**config.mk**
```make
export PLATFORM = sky130hd
export DESIGN_NAME = erec_serializer
export DESIGN_NICKNAME = d
export VERILOG_FILES = /design/src/rtl/erec_pkg.sv /design/src/rtl/erec_pack.sv /design/src/rtl/erec_shift.sv /design/src/rtl/erec_guard.sv /design/src/rtl/erec_serializer.sv
export SDC_FILE = /design/constraint.sdc
export NUM_CORES = 1
export LEC_CHECK = 0
export CAP_MARGIN = 15
export CORE_AREA = 2 2 199 201
export CTS_CLUSTER_DIAMETER = 40
export DETAILED_ROUTE_END_ITERATION = 8
export DIE_AREA = 0 0 201 203
export DONT_BUFFER_PORTS = 1
export PLACE_DENSITY = 0.43
export RECOVER_POWER = 25
export SYNTH_ARGS = -nofsm -noshare
export SYNTH_HDL_FRONTEND = slang
export SYNTH_SLANG_ARGS = --single-unit
```
**constraint.sdc**
```tcl
create_clock -name clk -period 6.2 [get_ports clk]
set_input_delay 1.24 -clock clk [delete_from_list [all_inputs] [get_ports clk]]
set_output_delay 1.24 -clock clk [all_outputs]
set_load 0.05 [all_outputs]
```
**src/rtl/erec_pkg.sv**
```systemverilog
package erec_pkg;
  localparam int TS_BYTES  = 7;
  localparam int ST_W      = 64;
  localparam int CUR_W     = 32;
  localparam int VOLT_W    = 16;
  localparam int EN_W      = 32;
  localparam int HDR_BYTES = 1 + TS_BYTES;
  localparam int MAX_BYTES = HDR_BYTES + (ST_W + CUR_W + VOLT_W + EN_W) / 8;
  localparam int REC_W     = 8 * MAX_BYTES;
  localparam int LEN_W     = $clog2(MAX_BYTES + 1);

  typedef struct packed {
    logic has_st;
    logic has_cur;
    logic has_volt;
    logic has_en;
  } fieldset_t;

  function automatic logic evt_legal(input logic [3:0] evt);
    return (evt >= 4'd1) && (evt <= 4'd9);
  endfunction

  function automatic fieldset_t fields_of(input logic [3:0] evt);
    fieldset_t f;
    case (evt)
      4'd1:    f = '{1'b0, 1'b1, 1'b0, 1'b0};
      4'd2:    f = '{1'b0, 1'b0, 1'b1, 1'b0};
      4'd3:    f = '{1'b0, 1'b1, 1'b1, 1'b0};
      4'd4:    f = '{1'b1, 1'b0, 1'b0, 1'b0};
      4'd5:    f = '{1'b1, 1'b1, 1'b0, 1'b0};
      4'd6:    f = '{1'b1, 1'b0, 1'b1, 1'b0};
      4'd7:    f = '{1'b1, 1'b1, 1'b1, 1'b1};
      4'd8:    f = '{1'b0, 1'b1, 1'b1, 1'b1};
      4'd9:    f = '{1'b1, 1'b1, 1'b1, 1'b0};
      default: f = '{1'b0, 1'b0, 1'b0, 1'b0};
    endcase
    return f;
  endfunction

  function automatic logic [LEN_W-1:0] rec_len(input logic [3:0] evt);
    fieldset_t f;
    int n;
    f = fields_of(evt);
    n = HDR_BYTES;
    if (f.has_st)   n = n + ST_W / 8;
    if (f.has_cur)  n = n + CUR_W / 8;
    if (f.has_volt) n = n + VOLT_W / 8;
    if (f.has_en)   n = n + EN_W / 8;
    return LEN_W'(n);
  endfunction

  function automatic logic [REC_W-1:0] pack_rec(
    input logic [3:0]            evt,
    input logic [8*TS_BYTES-1:0] ts,
    input logic [ST_W-1:0]       st,
    input logic [CUR_W-1:0]      cur,
    input logic [VOLT_W-1:0]     volt,
    input logic [EN_W-1:0]       en
  );
    logic [REC_W-1:0] r;
    fieldset_t f;
    int pos;
    f = fields_of(evt);
    r = '0;
    r[7:0] = {4'b0000, evt};
    r[8 +: 8*TS_BYTES] = ts;
    pos = 8 * HDR_BYTES;
    if (f.has_st)   begin r = r | (REC_W'(st)   << pos); pos = pos + ST_W;   end
    if (f.has_cur)  begin r = r | (REC_W'(cur)  << pos); pos = pos + CUR_W;  end
    if (f.has_volt) begin r = r | (REC_W'(volt) << pos); pos = pos + VOLT_W; end
    if (f.has_en)   begin r = r | (REC_W'(en)   << pos); end
    return r;
  endfunction
endpackage

```
**src/rtl/erec_pack.sv**
```systemverilog
module erec_pack
  import erec_pkg::*;
(
  input  logic [3:0]            evt,
  input  logic [8*TS_BYTES-1:0] ts,
  input  logic [ST_W-1:0]       st,
  input  logic [CUR_W-1:0]      cur,
  input  logic [VOLT_W-1:0]     volt,
  input  logic [EN_W-1:0]       en,
  output logic [REC_W-1:0]      rec,
  output logic [LEN_W-1:0]      len,
  output logic                  legal
);
  always_comb begin
    legal = evt_legal(evt);
    len   = rec_len(evt);
    rec   = pack_rec(evt, ts, st, cur, volt, en);
  end
endmodule

```
**src/rtl/erec_shift.sv**
```systemverilog
module erec_shift #(
  parameter int unsigned NBYTES = 26,
  parameter int unsigned LW     = 5
) (
  input  logic              clk,
  input  logic              rst_n,
  input  logic              load,
  input  logic [8*NBYTES-1:0] rec_in,
  input  logic [LW-1:0]     len_in,
  input  logic              out_ready,
  output logic              out_valid,
  output logic [7:0]        out_data,
  output logic              out_last,
  output logic              idle
);
  logic [8*NBYTES-1:0] sh_q;
  logic [LW-1:0]       rem_q;
  logic                hs;

  assign out_valid = (rem_q != '0);
  assign idle      = (rem_q == '0);
  assign out_last  = (rem_q == LW'(1));
  assign out_data  = sh_q[7:0];
  assign hs        = out_valid & out_ready;

  always_ff @(posedge clk) begin
    if (!rst_n) begin
      sh_q  <= '0;
      rem_q <= '0;
    end else if (load) begin
      sh_q  <= rec_in;
      rem_q <= len_in;
    end else if (hs) begin
      sh_q  <= sh_q >> 8;
      rem_q <= rem_q - 1'b1;
    end
  end
endmodule

```
**src/rtl/erec_guard.sv**
```systemverilog
module erec_guard #(
  parameter int unsigned OVF_W = 8
) (
  input  logic             clk,
  input  logic             rst_n,
  input  logic             smp_valid,
  input  logic             idle,
  input  logic             legal,
  output logic             accept,
  output logic             drop_bad,
  output logic             overflow,
  output logic             err_q,
  output logic [OVF_W-1:0] ovf_q
);
  assign accept   = smp_valid & idle & legal;
  assign drop_bad = smp_valid & idle & ~legal;
  assign overflow = smp_valid & ~idle;

  always_ff @(posedge clk) begin
    if (!rst_n) begin
      err_q <= 1'b0;
      ovf_q <= '0;
    end else begin
      if (drop_bad) err_q <= 1'b1;
      if (overflow && (ovf_q != '1)) ovf_q <= ovf_q + 1'b1;
    end
  end
endmodule

```
**src/rtl/erec_serializer.sv**
```systemverilog
module erec_serializer
  import erec_pkg::*;
#(
  parameter int unsigned OVF_W = 8
) (
  input  logic                  clk,
  input  logic                  rst_n,
  input  logic                  smp_valid,
  input  logic [3:0]            smp_evt,
  input  logic [8*TS_BYTES-1:0] smp_ts,
  input  logic [ST_W-1:0]       smp_state,
  input  logic [CUR_W-1:0]      smp_cur,
  input  logic [VOLT_W-1:0]     smp_volt,
  input  logic [EN_W-1:0]       smp_energy,
  input  logic                  out_ready,
  output logic                  out_valid,
  output logic [7:0]            out_data,
  output logic                  out_last,
  output logic                  bad_evt_err,
  output logic [OVF_W-1:0]      ovf_count
);
  logic [REC_W-1:0] rec_w;
  logic [LEN_W-1:0] len_w;
  logic             legal_w;
  logic             idle_w;
  logic             accept_w;
  logic             drop_bad_w;
  logic             overflow_w;

  erec_pack u_pack (
    .evt(smp_evt), .ts(smp_ts), .st(smp_state), .cur(smp_cur),
    .volt(smp_volt), .en(smp_energy),
    .rec(rec_w), .len(len_w), .legal(legal_w)
  );

  erec_guard #(.OVF_W(OVF_W)) u_guard (
    .clk(clk), .rst_n(rst_n), .smp_valid(smp_valid), .idle(idle_w),
    .legal(legal_w), .accept(accept_w), .drop_bad(drop_bad_w),
    .overflow(overflow_w), .err_q(bad_evt_err), .ovf_q(ovf_count)
  );

  erec_shift #(.NBYTES(MAX_BYTES), .LW(LEN_W)) u_shift (
    .clk(clk), .rst_n(rst_n), .load(accept_w), .rec_in(rec_w),
    .len_in(len_w), .out_ready(out_ready), .out_valid(out_valid),
    .out_data(out_data), .out_last(out_last), .idle(idle_w)
  );
endmodule

```
==> flow_metrics.tcl <==
set metrics [dict create \
    status "finished, violations left" \
    violations "capacitance limit, slew limit" \
    firstDrtPassIters 9 \
    initial_core_util_pct 29.7 \
    die_h_um 203 \
    fin_crit_sh_pct 73.7 \
    switching_share_pct 37.2 \
    synth_edf_count 0 \
    syn-mean-instance-area_um2 8.22 \
    critPathBufInv 4 \
    max-cap-violations 2 \
    place_area_um2 11500 \
    worst_slew_pin_slew_ns 1.88 \
    place.port_buffers 0 \
    ys_seq_elements 222 \
    postRouteAntennaNets 0 \
    yosys_warnings 0 \
    ys.flop_type "dfxtp_1" \
    clock_skew_ns 0.0272 \
    overflow 0 \
    synth_cell_types 72 \
    tritoncts "yes" \
    cts.clk_slew.worst_paths_ns 0.05 \
    tns_ns 0 \
    grt_setup_unrepaired "false" \
    finalSetupViolCount 0 \
    power_density_nw_per_um2 515 \
    cp_top_family "buffers and inverters" \
    die_area_um2 40800 \
    rows 72 \
    die_w_um 201 \
    netlist_area_um2 11400 \
    hold_violations 0 \
    relSlewSlack_pct -25.5 \
    area_growth_pct 15.6 \
    pwr-share-seq_pct 30.8 \
    async_flop_share_pct 0 \
    timing.fmax_mhz 219 \
    cp.required_ns 6.64 \
    syn-num-nets 1603 \
    crit_fanout 76 \
    num-nets-final 1506 \
    worstSetupPathType "reg2reg" \
    totalWireLength_um 48400 \
    clockPowerShare_pct 40.6 \
    peakVddDrop_v 0.000239 \
    synth_top_area_share_pct 38.9 \
    drc 0 \
    leakage_nw 4.41 \
    yosysTopAreaCell "dfxtp_1" \
    crit_path_end_kind "flip-flop" \
    core_um2 38500 \
    fin_area_um2 13200 \
    drv_slew 113 \
    synthTopCellsByArea "dfxtp_1 (39%), nand2_1 (6.9%), a311oi_1 (5.4%)" \
    grt_use_total_pct 22.8 \
    seq_area_frac_synth_pct 38.9 \
    crit_chain "inv_1, ha_1, nor4b_1, clkbuf_1, nand4_4, clkbuf_2, buf_4, a221oi_1, nor3_1" \
    top_level_ports 227 \
    dp_hpwl_um 32200 \
    cp_data_arrival_time_ns 5.01 \
    fin_crit_ns 4.57 \
    worstSkewPairLatency_ns 0.58 \
    drtIter0Drc 984 \
    power_switching_mw 2.53 \
    internal_power_mw 4.28 \
    grt_pass1_vias 10400 \
    num_vias 11000 \
    antenna_found_initial 6 \
    drive_gt1_share_pct 11.9 \
    cts_sinks 222 \
    grt_pass1_wl_um 70400 \
    cts-root-buf "clkbuf_16" \
    synthCells 1391 \
    grt_max_degree 86 \
    cts_buffer_depth 3 \
    wl_per_cell_um 26.1 \
    cp_slowest_cell "clkbuf_1" \
    place_congestion 0.820 \
    slowest_delay_ns 1.39 \
    htree_levels 2 \
    fill_cells 4018 \
    cts_buffers 47 \
    hold_path.class "reg2reg" \
    post_cts_resize_count 0 \
    critical_path.startpoint_type "flip-flop" \
    cts_hold_buf 0 \
    power_frac_comb_pct 28.6 \
    postCtsSetupRepairBufs 0 \
    viasPerCell 5.91 \
]
## cell type report
class / instances / area [um^2] / share of cell area, %
Clock inverter: 32 / 468 / 3.54
Timing Repair Buffer: 20 / 145 / 1.10
Antenna cell: 5 / 12.5 / 0.0947
Inverter: 9 / 36.3 / 0.275
Sequential cell: 222 / 4440 / 33.6
Clock buffer: 55 / 1260 / 9.50
Multi-Input combinational cell: 994 / 6210 / 47.0
Tap cell: 518 / 648 / 4.90
## worst paths after layout
kind	startpoint	end	slack [ns]	cells after the start
worst max-delay path	u_shift.rem_q[0]$_SDFFE_PN0P_	u_shift.sh_q[100]$_SDFFE_PN0P_	1.63	9
worst max register to register	u_shift.rem_q[0]$_SDFFE_PN0P_	u_shift.sh_q[100]$_SDFFE_PN0P_	1.63	9
worst min-delay path	u_shift.sh_q[12]$_SDFFE_PN0P_	u_shift.sh_q[4]$_SDFFE_PN0P_	0.45	2
worst min register to register	u_shift.sh_q[12]$_SDFFE_PN0P_	u_shift.sh_q[4]$_SDFFE_PN0P_	0.45	2
## layer usage
metal  vias up  track usage, %  wire, um
li1       5070               -         -
met1      5386            31.4     21400
met2       425            33.8     21000
met3        82            6.90      4530
met4         4            7.67      1510
met5         -               0        23
## flip-flops by register name (all words and copies together), names as in the netlist
name / cells
u_shift.sh_q: 208
u_shift.rem_q: 5
u_guard.err_q: 1
u_guard.ovf_q: 8
## layout by cell type, fill, tap and decap left out, types with 7 or more instances in the layout
cell and count:
mux2i_1 18, a21oi_1 113, dfxtp_1 222, a211oi_1 9, nor3_1 28, a22oi_1 17
bufinv_16 10, a221oi_1 64, clkinv_2 7, and3_1 23, o221a_2 17, nor2_1 68
nand3_1 67, a221oi_2 16, nand2_1 210, clkinvlp_4 8, a221o_1 16, o2bb2ai_1 10
o21ai_0 96, a311oi_1 71, a21o_1 8, buf_4 16, o21a_1 47, clkbuf_16 47
a32oi_1 9
## cells in the mapped netlist (3+ instances only)
master / number
nor3b_1: 4
a21oi_1: 113
nand4_1: 6
a22oi_1: 17
buf_1: 4
buf_2: 58
clkbuf_1: 86
nand3_1: 67
a221o_1: 16
nand3b_1: 4
o221ai_1: 4
o311a_1: 3
a21o_1: 8
a32oi_1: 9
a221oi_1: 64
and2_1: 3
o21ai_0: 96
nor3_1: 28
nor2_1: 69
buf_4: 12
buf_6: 5
nor2b_1: 6
mux2i_1: 18
a311oi_1: 71
o221a_2: 17
o31ai_1: 6
ha_1: 4
a221oi_2: 16
inv_1: 6
nand2_1: 211
nand2b_1: 5
o2bb2ai_1: 10
a211oi_1: 9
and3_1: 23
o21a_1: 47
a31oi_1: 3
dfxtp_1: 222
## kinds of logic (layout without fill, tap and decap cells)
group,Yosys count,after routing,synth area share (%)
adder cells (fa/ha/maj),5,5,0.525
XOR/XNOR,2,2,0.153
buffers and inverters,175,116,7.11
AND/OR/NAND/NOR,444,444,17.8
multiplexers,20,20,1.77
other,0,5,0
flip-flops,222,222,38.9
AO/OA/AOI/OAI,523,523,33.7
## stage by stage
stage          utilization (%)  setup WS, ns  power, mW  std cells  hold WS [ns]
2_1_floorplan                -          2.85       3.58       1391         0.432
3_3_place_gp              29.9          2.59       4.06       1763         0.441
3_5_place_dp              29.9          2.55       4.06       1763         0.443
4_1_cts                   34.4          2.69       6.87       1850         0.451
5_1_grt                   34.3          1.29       7.14       1851         0.482
6_report                  34.4          1.63       6.81       1855         0.450
## worst register-to-register path: stages, from the launching register on
cell,delay [ns]
dfxtp_1,0.34
inv_1,0.07
ha_1,0.20
nor4b_1,0.27
clkbuf_1,1.39
nand4_4,0.21
clkbuf_2,0.92
buf_4,0.64
a221oi_1,0.32
nor3_1,0.11
## power by group through the flow
| stage | Sequential, mW | Clock [mW] | Combinational, mW |
|---|---|---|---|
| 2_1_floorplan | 1.98 | 0 | 1.60 |
| 3_3_place_gp | 2.11 | 0 | 1.94 |
| 3_5_place_dp | 2.11 | 0 | 1.95 |
| 4_1_cts | 2.09 | 2.81 | 1.96 |
| 5_1_grt | 2.13 | 2.88 | 2.13 |
| 6_report | 2.10 | 2.77 | 1.95 |
(Power assumes the default switching activity.)
